**config.mk**
```make
export PLATFORM = sky130hd
export DESIGN_NAME = usbdc_init_seq
export DESIGN_NICKNAME = d
export VERILOG_FILES = /design/src/rtl/usbdc_init_pkg.sv /design/src/rtl/usbdc_init_rom.sv /design/src/rtl/usbdc_bus_writer.sv /design/src/rtl/usbdc_init_seq.sv
export SDC_FILE = /design/constraint.sdc
export NUM_CORES = 1
export LEC_CHECK = 0
export ABC_AREA = 1
export BUFFER_PORTS_ARGS = -buffer_cell sky130_fd_sc_hd__buf_2
export CAP_MARGIN = 15
export CORE_MARGIN = 3
export CORE_UTILIZATION = 45
export DETAILED_ROUTE_END_ITERATION = 8
export GPL_TIMING_DRIVEN = 0
export PLACE_DENSITY_LB_ADDON = 0.12
export SYNTH_ARGS = -nofsm -noshare
export SYNTH_HDL_FRONTEND = slang
export SYNTH_SLANG_ARGS = --single-unit
```
**constraint.sdc**
```tcl
create_clock -name clk -period 4.19 [get_ports clk]
set_input_delay 0.419 -clock clk [delete_from_list [all_inputs] [get_ports clk]]
set_output_delay 0.419 -clock clk [all_outputs]
set_load 0.01 [all_outputs]
```
**src/rtl/usbdc_init_pkg.sv**
```systemverilog
package usbdc_init_pkg;

    typedef enum logic [2:0] {
        SQ_RSTHOLD,
        SQ_SETTLE,
        SQ_FETCH,
        SQ_DECODE,
        SQ_ISSUE,
        SQ_DONE
    } seq_state_e;

    typedef enum logic [1:0] {
        BE_IDLE,
        BE_SETUP,
        BE_STROBE,
        BE_HOLD
    } bus_state_e;

    typedef struct packed {
        logic [15:0] word;
        logic        is_cmd;
    } bus_word_t;

    localparam logic [15:0] END_MARK       = 16'hFFFF;
    localparam logic [15:0] CMD_MODE       = 16'h00B8;
    localparam logic [15:0] CMD_HWSETUP    = 16'h00BA;
    localparam logic [15:0] CMD_IRQMASK    = 16'h00C2;
    localparam logic [15:0] CMD_EPSET_BASE = 16'h0020;
    localparam logic [15:0] VAL_MODE       = 16'h0008;  // bit 3: global interrupt enable
    localparam logic [15:0] VAL_HWSETUP    = 16'h0040;  // bit 0 = 0: interrupt output active low
    localparam logic [15:0] VAL_IRQMASK    = 16'h0107;
    localparam int          NUM_EP_REGS    = 16;
    localparam int          HEAD_WORDS     = 6;
    localparam int          TABLE_WORDS    = HEAD_WORDS + 2 * NUM_EP_REGS;

    // Endpoint setup: bit7 enable, bit6 double buffer, bit3 direction in, bits1:0 size code
    function automatic logic [15:0] ep_setting(input int k);
        case (k)
            0:       return 16'h0083;  // control out, 64 bytes
            1:       return 16'h008B;  // control in, 64 bytes
            2:       return 16'h00CB;  // bulk in, 64 bytes, double buffered
            3:       return 16'h0080;  // interrupt out, 16 bytes
            4:       return 16'h0088;  // interrupt in, 16 bytes
            default: return 16'h0000;  // disabled
        endcase
    endfunction

    function automatic logic [15:0] cfg_word(input int idx);
        int k;
        if (idx >= TABLE_WORDS) return END_MARK;
        case (idx)
            0: return CMD_MODE;
            1: return VAL_MODE;
            2: return CMD_HWSETUP;
            3: return VAL_HWSETUP;
            4: return CMD_IRQMASK;
            5: return VAL_IRQMASK;
            default: begin
                k = (idx - HEAD_WORDS) / 2;
                if (idx % 2 == 0) return CMD_EPSET_BASE + 16'(k);
                return ep_setting(k);
            end
        endcase
    endfunction

endpackage

```
**src/rtl/usbdc_init_rom.sv**
```systemverilog
module usbdc_init_rom
    import usbdc_init_pkg::*;
#(
    parameter int ROM_DEPTH = 64,
    localparam int AW = $clog2(ROM_DEPTH)
) (
    input  logic          clk,
    input  logic [AW-1:0] addr,
    output logic [15:0]   rdata
);

    logic [15:0] mem [ROM_DEPTH];

    for (genvar g = 0; g < ROM_DEPTH; g++) begin : g_word
        assign mem[g] = cfg_word(g);
    end

    always_ff @(posedge clk) begin
        rdata <= mem[addr];
    end

endmodule

```
**src/rtl/usbdc_bus_writer.sv**
```systemverilog
module usbdc_bus_writer
    import usbdc_init_pkg::*;
#(
    parameter int WR_CYCLES = 4,
    localparam int CW = $clog2(WR_CYCLES + 1)
) (
    input  logic        clk,
    input  logic        rst,
    input  logic        start,
    input  bus_word_t   word_in,
    output logic [15:0] bus_data_o,
    output logic        a0_o,
    output logic        cs_n_o,
    output logic        wr_n_o,
    output logic        word_done_o
);

    bus_state_e     st;
    logic [CW-1:0]  cnt;

    always_ff @(posedge clk) begin
        if (rst) begin
            st         <= BE_IDLE;
            cs_n_o     <= 1'b1;
            wr_n_o     <= 1'b1;
            bus_data_o <= '0;
            a0_o       <= 1'b0;
            cnt        <= '0;
        end else begin
            case (st)
                BE_IDLE: begin
                    if (start) begin
                        bus_data_o <= word_in.word;
                        a0_o       <= word_in.is_cmd;
                        cs_n_o     <= 1'b0;
                        st         <= BE_SETUP;
                    end
                end
                BE_SETUP: begin
                    wr_n_o <= 1'b0;
                    cnt    <= CW'(WR_CYCLES - 1);
                    st     <= BE_STROBE;
                end
                BE_STROBE: begin
                    if (cnt == '0) begin
                        wr_n_o <= 1'b1;
                        st     <= BE_HOLD;
                    end else begin
                        cnt <= cnt - 1'b1;
                    end
                end
                BE_HOLD: begin
                    cs_n_o <= 1'b1;
                    st     <= BE_IDLE;
                end
                default: st <= BE_IDLE;
            endcase
        end
    end

    assign word_done_o = (st == BE_HOLD);

    // strobe only inside an active select
    assert_wr_in_cs_R5: assert property (@(posedge clk) disable iff (rst)
        !wr_n_o |-> !cs_n_o);

    // select was already low the cycle before the strobe fell
    assert_cs_lead_R5: assert property (@(posedge clk) disable iff (rst)
        $fell(wr_n_o) |-> $past(!cs_n_o));

    // bus word and kind do not move during the strobe
    assert_data_stable_R6: assert property (@(posedge clk) disable iff (rst)
        (!wr_n_o && $past(!wr_n_o)) |-> ($stable(bus_data_o) && $stable(a0_o)));

endmodule

```
**src/rtl/usbdc_init_seq.sv**
```systemverilog
module usbdc_init_seq
    import usbdc_init_pkg::*;
#(
    parameter int ROM_DEPTH       = 64,
    parameter int WR_CYCLES       = 4,
    parameter int RST_HOLD_CYCLES = 16,
    parameter int SETTLE_CYCLES   = 50000
) (
    input  logic        clk,
    input  logic        rst,
    output logic [15:0] usb_data_o,
    output logic        usb_a0_o,
    output logic        usb_a1_o,
    output logic        usb_cs_n_o,
    output logic        usb_wr_n_o,
    output logic        usb_rd_n_o,
    output logic        usb_rst_n_o,
    output logic        init_done_o
);

    localparam int AW      = $clog2(ROM_DEPTH);
    localparam int CNT_MAX = (RST_HOLD_CYCLES > SETTLE_CYCLES) ? RST_HOLD_CYCLES : SETTLE_CYCLES;
    localparam int CW      = $clog2(CNT_MAX + 1);

    seq_state_e    st;
    logic [AW-1:0] ptr;
    logic [CW-1:0] cnt;
    logic          kind_cmd;
    logic          chip_rst_n;
    logic [15:0]   rom_q;
    logic          is_mark;
    logic          start;
    logic          word_done;
    bus_word_t     issue_word;

    assign is_mark    = kind_cmd && (rom_q == END_MARK);
    assign start      = (st == SQ_DECODE) && !is_mark;
    assign issue_word = '{word: rom_q, is_cmd: kind_cmd};

    always_ff @(posedge clk) begin
        if (rst) begin
            st         <= SQ_RSTHOLD;
            cnt        <= CW'(RST_HOLD_CYCLES - 1);
            chip_rst_n <= 1'b0;
            ptr        <= '0;
            kind_cmd   <= 1'b1;
        end else begin
            case (st)
                SQ_RSTHOLD: begin
                    if (cnt == '0) begin
                        chip_rst_n <= 1'b1;
                        cnt        <= CW'(SETTLE_CYCLES - 1);
                        st         <= SQ_SETTLE;
                    end else begin
                        cnt <= cnt - 1'b1;
                    end
                end
                SQ_SETTLE: begin
                    if (cnt == '0) st <= SQ_FETCH;
                    else           cnt <= cnt - 1'b1;
                end
                SQ_FETCH:  st <= SQ_DECODE;
                SQ_DECODE: st <= is_mark ? SQ_DONE : SQ_ISSUE;
                SQ_ISSUE: begin
                    if (word_done) begin
                        if (ptr == AW'(ROM_DEPTH - 1)) begin
                            st <= SQ_DONE;
                        end else begin
                            ptr      <= ptr + 1'b1;
                            kind_cmd <= !kind_cmd;
                            st       <= SQ_FETCH;
                        end
                    end
                end
                SQ_DONE: st <= SQ_DONE;
                default: st <= SQ_DONE;
            endcase
        end
    end

    usbdc_init_rom #(.ROM_DEPTH(ROM_DEPTH)) u_rom (
        .clk   (clk),
        .addr  (ptr),
        .rdata (rom_q)
    );

    usbdc_bus_writer #(.WR_CYCLES(WR_CYCLES)) u_bus (
        .clk         (clk),
        .rst         (rst),
        .start       (start),
        .word_in     (issue_word),
        .bus_data_o  (usb_data_o),
        .a0_o        (usb_a0_o),
        .cs_n_o      (usb_cs_n_o),
        .wr_n_o      (usb_wr_n_o),
        .word_done_o (word_done)
    );

    assign usb_a1_o    = 1'b1;
    assign usb_rd_n_o  = 1'b1;
    assign usb_rst_n_o = chip_rst_n;
    assign init_done_o = (st == SQ_DONE);

    // never select the chip while it is held in reset
    assert_cs_after_release_R2: assert property (@(posedge clk) disable iff (rst)
        !usb_cs_n_o |-> usb_rst_n_o);

    // completion is sticky until reset
    assert_done_sticky_R10: assert property (@(posedge clk) disable iff (rst)
        init_done_o |=> init_done_o);

    // a terminator in a command slot ends the run without a bus cycle
    assert_marker_stop_R8: assert property (@(posedge clk) disable iff (rst)
        (st == SQ_DECODE && is_mark) |=> (init_done_o && usb_cs_n_o));

    // the final table address closes the run
    assert_last_addr_R9: assert property (@(posedge clk) disable iff (rst)
        (st == SQ_ISSUE && word_done && ptr == AW'(ROM_DEPTH - 1)) |=> init_done_o);

endmodule

```
==> results.md, run 1 <==
Synth:
- Yosys mapped the design onto 33 distinct sky130hd cell types.
- By count the netlist is led by 86 x sky130_fd_sc_hd__nand2_1, 55 x sky130_fd_sc_hd__dfxtp_1, 41 x sky130_fd_sc_hd__a21oi_1.
- For this run, the number of Yosys warnings is 0.
- The average footprint of a synthesized cell is 7.16 µm².
- Counting flops with an async set or reset pin after synthesis yields a share of 0.
- Of the post-synthesis cell area, the dominant cell type holds 0.385.
- Of the synthesized area, sequential elements account for 0.385.
- The most instantiated flip-flop cell in the synthesis netlist is sky130_fd_sc_hd__dfxtp_1.
- The number of standard cells after synthesis is 400.
- The leading cell type by number of instances after synthesis is sky130_fd_sc_hd__nand2_1.
- The cell taking the most area after synthesis is sky130_fd_sc_hd__dfxtp_1.
- By area the synthesized netlist is led by sky130_fd_sc_hd__dfxtp_1 38%, sky130_fd_sc_hd__nand2_1 11%, sky130_fd_sc_hd__a21oi_1 7.2%, sky130_fd_sc_hd__ha_1 6.6%, sky130_fd_sc_hd__inv_1 4.6%.
- The cell area that synthesis handed to floorplanning was 0.00286 mm².
- The number of storage elements in the synthesis netlist is 55.
- The synthesized design contains 0 enable-type register cells.

Critical path:
- STA puts the critical path data required time at 4.38 ns.
- The source of the critical timing path is ptr[0].
- In this run the critical register-to-register path is captured at u_rom.rdata[5].
- The worst setup path is launched from a flip-flop.
- Among the stages of the critical path, the cell type that occurs most often is sky130_fd_sc_hd__o21ai_0.
- The signal on the critical path passes through clkinv_1 > ha_1 > nand2_1 > inv_1 > a21oi_1 > nand3_1 > o21ai_0 > o21ai_0.
- For this design, the slowest cell found on the critical path is sky130_fd_sc_hd__dfxtp_1.
- The worst reg2reg path startpoint is ptr[0].
- The number of cells on the worst reg-to-reg path is 8.
- Following the worst setup path forward leads to its endpoint at u_rom.rdata[5].
- The endpoint kind of the worst setup timing path is a flip-flop.
- Setup slack on the worst reg-to-reg path comes out at 2.40 ns.
- The data arrival at the endpoint of the critical path is 1.98 ns.
- The critical setup path kind is flip-flop to flip-flop.
- The largest stage delay on the critical path is 0.45 ns.
- Along the worst path, the maximum fanout reaches 11.

Placement:
- Port buffering added 22 buffers.
- Summed over all nets, the half-perimeter wirelength after detailed placement is 4700 µm.
- Routability-driven placement finished with a final weighted congestion of 0.914.

Run status:
- The flow ran to the end, and the final reports show no timing, DRC or antenna violations.

Global route:
- The number of global-route vias before repair is 2386.
- The first-pass GRT wire length is 10600 µm.
- The maximum number of pins on one net before global-route repair is 21.
- The remaining global-route overflow is 0.
- The initial antenna violation count is 0.
- Across every metal layer, demand over resource in global routing totals 0.175.

Finish:
- The fraction of final layout cells with drive strength greater than 1 is 0.162.
- After the last flow step, the layout net total stands at 447.
- The antenna diode count is 0.
- The fill cell total of the finished layout is 622.
- From synthesis to final layout, the design area changed by 10.7%.

Floorplan:
- 25 I/O pins were placed.
- From left edge to right edge, the die measures 85.8 µm.
- The overall die area is 0.00735 mm².
- The core footprint is 0.00603 mm².
- The initial standard-cell utilization of the core is 0.475.
- The floorplan has 28 rows.
- The die span in y is 85.8 µm.

Clock network:
- The longest clock path from root to sink contains 2 buffers.
- The setup fix buffers added after clock tree synthesis is 0.
- The root buffer cell chosen for the clock tree is sky130_fd_sc_hd__clkbuf_8.
- The depth of the CTS H-tree is 2.
- The clock latency reported for the late side of the worst-skew pair is 0.32 ns.
- The number of gates given a new drive strength after cts is 0.
- The clock slew at the register clock pins of the worst setup and hold paths is 0.11 ns.
- For this design, the CTS-stage hold fixing added 0 buffers.
- TritonCTS built the clock tree.
- Clock tree synthesis found a total of 55 sinks.
- TritonCTS created 5 clock buffers.

Routing:
- The total via count in the routed design is 2601.
- After detailed routing, the total wire length is 6050 µm.
- For this run, design rule violations remaining after detail routing come to 0.
- The first detailed-routing pass ran for 5 iterations.
- The mean routed wirelength per cell is 12.0 µm.
- The count of nets left with antenna violations once routing finished came out at 0.
- After the first detailed-routing iteration, the DRC count stood at 180.
- The number of vias per cell is 5.14.

Timing:
- The count of endpoints failing setup in the final report is 0.
- The transition time at the pin with the least slew margin is 0.502 ns.
- The post-route fraction of the period consumed by the critical path is 0.427.
- Setup total negative slack on the finished layout was measured at 0 ns.
- The number of pins with negative max-slew slack in the final report is 0.
- The post-layout minimum cycle time is 1.79 ns.
- Static timing analysis puts the maximum clock frequency at 0.559 GHz.
- Setup repair after global routing left no endpoint under its margin.
- The clock tree skew after final layout is 0.0138 ns.
- The worst pin sits at a relative slew slack of 0.665.
- The final-report hold violation count is 0.

Power:
- The combinational cell fraction of total power is 0.176.
- Of the total power, the share spent switching nets is 0.310.
- The internal power of the cells totals 749 µW.
- In this run the static leakage power is 0.00138 µW.
- For this design the total switching power over the nets is 337 µW.
- The total power of the final layout is 1090 µW.
- The part of the total power dissipated in the clock network is 0.296.
- The register share of total power is 0.528.
- Dividing total power by cell area gives a power density of 343 mW/mm².
- The worst-case vdd ir drop is 0.285 mV.

Min path:
- The path class of the tightest hold or removal check is input port to flip-flop.
- The origin of the worst min-delay path is rst.

Flow run:
- The total of max-cap violations is 0.
## through the flow
stage	worst slack, ns	instance area [µm²]	utilization	instances	hold slack, ns
final	2.40	3170	0.526	506	0.390
after CTS	2.42	3170	0.526	506	0.381
after global routing	2.22	3170	0.526	506	0.400
after detailed placement	2.43	3070	0.510	498	0.446
after global placement	2.44	3070	0.510	498	0.446
after floorplan	2.70	2870	-	401	0.430
## per-layer routing
metal,part of all wire,vias up,global-route usage
met5,0,-,0
met4,0.0099,0,0.0489
met3,0.040,5,0.0327
met2,0.42,54,0.275
met1,0.53,1170,0.245
li1,-,1372,-
## final cells by class
class | count | area [µm²] | area share
multi-input cells | 286 | 1490 | 0.472
flip-flops and latches | 55 | 1100 | 0.348
inverters | 43 | 161 | 0.0509
repair buffers | 22 | 110 | 0.0348
plain buffers | 17 | 110 | 0.0348
well taps | 75 | 93.8 | 0.0296
clock buffers | 5 | 68.8 | 0.0217
clock inverters | 3 | 28.8 | 0.00908
## placed cells by master (no fill, tap or decap), types with 2 or more instances in the layout
| master | netlist | final |
|---|---|---|
| sky130_fd_sc_hd__dfxtp_1 | 55 | 55 |
| sky130_fd_sc_hd__o21ai_0 | 24 | 24 |
| sky130_fd_sc_hd__a21oi_1 | 41 | 41 |
| sky130_fd_sc_hd__o31ai_1 | 5 | 5 |
| sky130_fd_sc_hd__buf_2 | 4 | 26 |
| sky130_fd_sc_hd__nor2_2 | 11 | 11 |
| sky130_fd_sc_hd__clkbuf_1 | 3 | 3 |
| sky130_fd_sc_hd__inv_2 | 5 | 5 |
| sky130_fd_sc_hd__nand2_2 | 6 | 6 |
| sky130_fd_sc_hd__a31oi_1 | 3 | 3 |
| sky130_fd_sc_hd__nand2_1 | 86 | 86 |
| sky130_fd_sc_hd__o2111ai_1 | 3 | 3 |
| sky130_fd_sc_hd__nor3_1 | 9 | 9 |
| sky130_fd_sc_hd__nand4_1 | 4 | 4 |
| sky130_fd_sc_hd__nand3_1 | 24 | 24 |
| sky130_fd_sc_hd__clkinv_1 | 3 | 3 |
| sky130_fd_sc_hd__nand3b_1 | 5 | 5 |
| sky130_fd_sc_hd__inv_1 | 35 | 35 |
| sky130_fd_sc_hd__inv_6 | 0 | 2 |
| sky130_fd_sc_hd__o211ai_1 | 2 | 2 |
| sky130_fd_sc_hd__o21ai_1 | 3 | 3 |
| sky130_fd_sc_hd__clkbuf_8 | 0 | 5 |
| sky130_fd_sc_hd__ha_1 | 15 | 15 |
| sky130_fd_sc_hd__buf_4 | 9 | 9 |
| sky130_fd_sc_hd__conb_1 | 1 | 2 |
| sky130_fd_sc_hd__nor2_1 | 35 | 35 |
## power groups by stage
| stage | clock [µW] | sequential [µW] | combinational (µW) |
|---|---|---|---|
| after floorplan | 0 | 583 | 147 |
| after global placement | 0 | 584 | 186 |
| after detailed placement | 0 | 585 | 193 |
| after CTS | 332 | 573 | 194 |
| after global routing | 352 | 577 | 224 |
| final | 322 | 573 | 191 |
## flip-flops by register name (all words and copies together), names as in the netlist, 2 cells and up
signal,flops
u_bus.cnt,3
ptr,6
u_bus.st,2
st,3
u_rom.rdata,10
u_bus.bus_data_o,10
cnt,16
## critical path: cells and delay by family, from the launching register on
family / cells / cell delay (ns)
AND/OR/NAND/NOR: 2 / 0.15
adder cells (fa/ha/maj): 1 / 0.33
buffers and inverters: 2 / 0.39
flip-flops: 1 / 0.45
AO/OA/AOI/OAI: 3 / 0.34
## kinds of logic (layout without fill, tap and decap cells)
| kind of cell | Yosys count | after routing | share of synthesized area |
|---|---|---|---|
| simple gates | 184 | 184 | 0.289 |
| compound gates | 84 | 84 | 0.162 |
| buf+inv | 60 | 90 | 0.0948 |
| flops | 55 | 55 | 0.385 |
| fa+ha+maj | 15 | 15 | 0.0656 |
| other cells | 1 | 2 | 0.00131 |
| xor+xnor | 1 | 1 | 0.00306 |
## worst min-delay path by stage
| stage | depth (start not counted) | end | slack [ns] |
|---|---|---|---|
| after global routing | 3 | kind_cmd | 0.40 |
| after global placement | 2 | u_bus.bus_data_o[14] | 0.45 |
| final | 3 | u_bus.wr_n_o | 0.39 |
| after floorplan | 2 | u_bus.bus_data_o[14] | 0.43 |
| after detailed placement | 2 | u_bus.bus_data_o[14] | 0.45 |
| after CTS | 3 | u_bus.wr_n_o | 0.38 |
(Power assumes the default switching activity.)
==> run 2: changes to the inputs <==
==> constraint.sdc (replaced) <==
create_clock -name clk -period 1.5 [get_ports clk]
set_input_delay 0.15 -clock clk [delete_from_list [all_inputs] [get_ports clk]]
set_output_delay 0.15 -clock clk [all_outputs]
set_load 0.01 [all_outputs]
==> run 2 against run 1 <==
Maximum frequency up 20%. Largest power group unchanged. Final area up 11%. Clock-buffer cell count unchanged. Sequential cell count unchanged. Wire length up 7.7%. Critical path type unchanged. Die area unchanged. Critical path depth up 2.
==> results.md, run 2 (synthesized netlist as in run 1, its figures left out) <==
Placement:
- Once detailed placement completed, the half-perimeter wirelength came to 4700 µm.
- Routability-driven placement finished with a final weighted congestion of 0.914.
- The number of placed instances, taps included, is 498.
- In this run the cell area measured after placement is 0.00307 mm².
- The port buffer count is 22.

Finish:
- The most frequent standard cell in the layout excluding fill and tap cells is sky130_fd_sc_hd__nand2_1.
- The final non-filler cell area is 0.00353 mm².
- 0 antenna diodes ended up in the layout.
- The fill cell total of the finished layout is 584.
- The largest register by flop count is cnt.
- Of the cells placed in the final design, the portion with a size suffix greater than 1 is 0.294.
- The finished layout holds 517 standard cells, fillers aside.
- The area growth from synthesis to layout is 23.4%.
- The flip-flop count of the largest register after layout is 16.
- The library cells used most frequently in the layout, excluding fill and tap cells, are 76 x sky130_fd_sc_hd__nand2_1, 45 x sky130_fd_sc_hd__dfxtp_1, 34 x sky130_fd_sc_hd__a21oi_1.
- In the final design database the tool counted 458 nets.
- The largest registers in the layout are cnt x16, u_bus.bus_data_o x10, u_rom.rdata x10.

Power:
- The leakage power is 0.00151 µW.
- The total power of the final layout is 3210 µW.
- The power per standard cell area is 909 mW/mm².
- VDD sags by at most 0.831 mV.

Timing:
- Setup repair after global routing could not meet its margin everywhere.
- The upper clock frequency limit is 0.671 GHz.
- The final-report hold violation count is 0.
- Setup total negative slack on the finished layout was measured at 0 ns.
- The clock tree skew after final layout is 0.00580 ns.
- The relative slew slack is 0.639.
- At the pin with the least slew margin, the transition time is 0.541 ns.
- The number of pins with negative max-slew slack in the final report is 0.
- Setup violations remaining at the end of the flow were counted as 0.
- The post-route fraction of the period consumed by the critical path is 0.994.
- The clock period could shrink to 1.49 ns.

Flow run:
- The tool flagged a number of max-cap violations equal to 0.

Global route:
- The maximum number of pins on one net before global-route repair is 21.
- The first-pass GRT wire length is 10700 µm.
- The total track usage is 0.176.
- The number of global-route vias before repair came to 2411.
- The remaining global-route overflow is 0.
- The initial antenna violation count is 0.

Clock network:
- The maximum clock path buffer count is 2.
- The CTS tree is built.
- Clock-pin slew was measured on the worst setup and hold paths at 0.11 ns.
- The root buffer cell chosen for the clock tree is sky130_fd_sc_hd__clkbuf_8.
- TritonCTS created 5 clock buffers.
- CTS saw 55 sinks.
- The clock latency reported for the late side of the worst-skew pair is 0.32 ns.
- The clock tree synthesis step divided the H-tree into 2 levels.

Critical path:
- The biggest fanout along the worst timing path is 10.
- Grouping stages by cell kind, the critical path spends the most delay in simple AND/OR/NAND/NOR gates.
- The data arrival at the endpoint of the critical path is 1.71 ns.
- On the worst path, the slowest cell contributes a delay of 0.35 ns.
- The worst register-to-register path has a depth of 10.
- By startpoint and endpoint, the worst setup path is classified as flip-flop to flip-flop.
- STA puts the critical path data required time at 1.72 ns.
- The startpoint identified for the worst register-to-register timing path is cnt[0].
- The worst setup path is captured at a flip-flop.
- The most critical setup path has its startpoint at cnt[0].
- The critical path goes through inv_4 > ha_4 > nand2_4 > nor2_4 > nand2_4 > nand2_4 > nand2_8 > buf_6 > a21oi_1 > nor2_1.
- The slowest cell on the critical path is sky130_fd_sc_hd__dfxtp_2.
- Together, buffers and inverters on the worst path number 2.
- The capture point of the worst reg-to-reg path is cnt[13].
- The worst-case register-to-register setup slack is 0.009 ns.
- The startpoint type of the worst setup path is a flip-flop.
- The most prevalent standard cell on the critical path is sky130_fd_sc_hd__nand2_4.

Floorplan:
- The initial utilization of the core area, before any placement, comes to 0.475.
- Measured along the y axis, the die boundary spans 85.8 µm.
- The I/O pin count is 25.
- The number of core rows is 28.
- The core footprint is 0.00603 mm².
- The die is 85.8 µm wide.
- The floorplan step defined a die boundary enclosing 0.00735 mm².

Min path:
- The path class of the tightest hold or removal check is input port to flip-flop.
- The path with the worst hold slack has its endpoint at u_bus.wr_n_o.
- Along the worst hold path, the cell count comes to 3.
- The startpoint identified for the worst hold timing path is rst.

Routing:
- The final wirelength is 6520 µm.
- Using the TritonRoute via totals, the vias-per-cell ratio works out to 5.18.
- The final route contains 2676 vias.
- The number of routed nets with antenna violations is 0.
- Dividing the detail-routed wire length by the instance count gives 12.6 µm.
- The detailed-router iteration count before antenna repair is 5.
- In the routed design, unresolved DRC markers number 0.
- After the first detailed-routing iteration, the DRC count stood at 147.

Run status:
- The flow ran to the end, and the final reports show no timing, DRC or antenna violations.
## run 2: cell types whose count changed in the layout (fill, tap and decap cells not counted), sizes merged
| cell | delta |
|---|---|
| buf | +9 |
| clkbuf | +2 |
| clkinv | -1 |
| inv | +1 |
## run 2: area by class of cell
class | count | area (µm²) | area share
clock buffers | 5 | 68.8 | 0.0195
well taps | 75 | 93.8 | 0.0266
flip-flops and latches | 55 | 1120 | 0.317
clock inverters | 3 | 28.8 | 0.00815
plain buffers | 17 | 120 | 0.0340
repair buffers | 33 | 210 | 0.0595
multi-input cells | 286 | 1720 | 0.487
inverters | 43 | 169 | 0.0478
## run 2: tightest hold or removal path: cells and delay by family
| kind | cells | cell delay (ns) |
|---|---|---|
| compound gates | 2 | 0.11 |
| buf+inv | 1 | 0.16 |
## run 2: through the flow
step	util	worst slack [ns]	hold WS, ns
after global placement	0.510	-0.248	0.446
after floorplan	-	0.0116	0.248
after global routing	0.586	-0.0700	0.135
after CTS	0.536	0.00121	0.112
after detailed placement	0.510	-0.258	0.446
final	0.586	0.00878	0.128
## run 2: worst max path at each step
stage                           endpoint  slack [ns]  cells after the start
after global routing             cnt[13]       -0.07                     10
final                            cnt[13]       0.009                     10
after detailed placement  u_rom.rdata[5]       -0.26                      8
after floorplan           u_rom.rdata[5]        0.01                      8
after global placement    u_rom.rdata[5]       -0.25                      8
after CTS                         cnt[1]       0.001                     10
## run 2: routing by layer
metal,vias up,GRT usage,wire (µm)
li1,1393,-,-
met1,1213,0.246,3250
met2,64,0.277,2890
met3,6,0.0327,314
met4,0,0.0489,65
met5,-,0,0
## run 2: where the power goes
part | internal, µW | total [µW] | switching (µW)
clock network | 354 | 898 | 544
logic | 268 | 701 | 433
registers | 1550 | 1610 | 61.8
## run 2: what timing repair did
item,CTS,global route
pin swaps,2,16
setup buffers,4,6
cloned,0,1
hold endpoints to repair,0,0
hold buffers,0,0
resized for setup,12,66
endpoints found under the setup margin,32,44
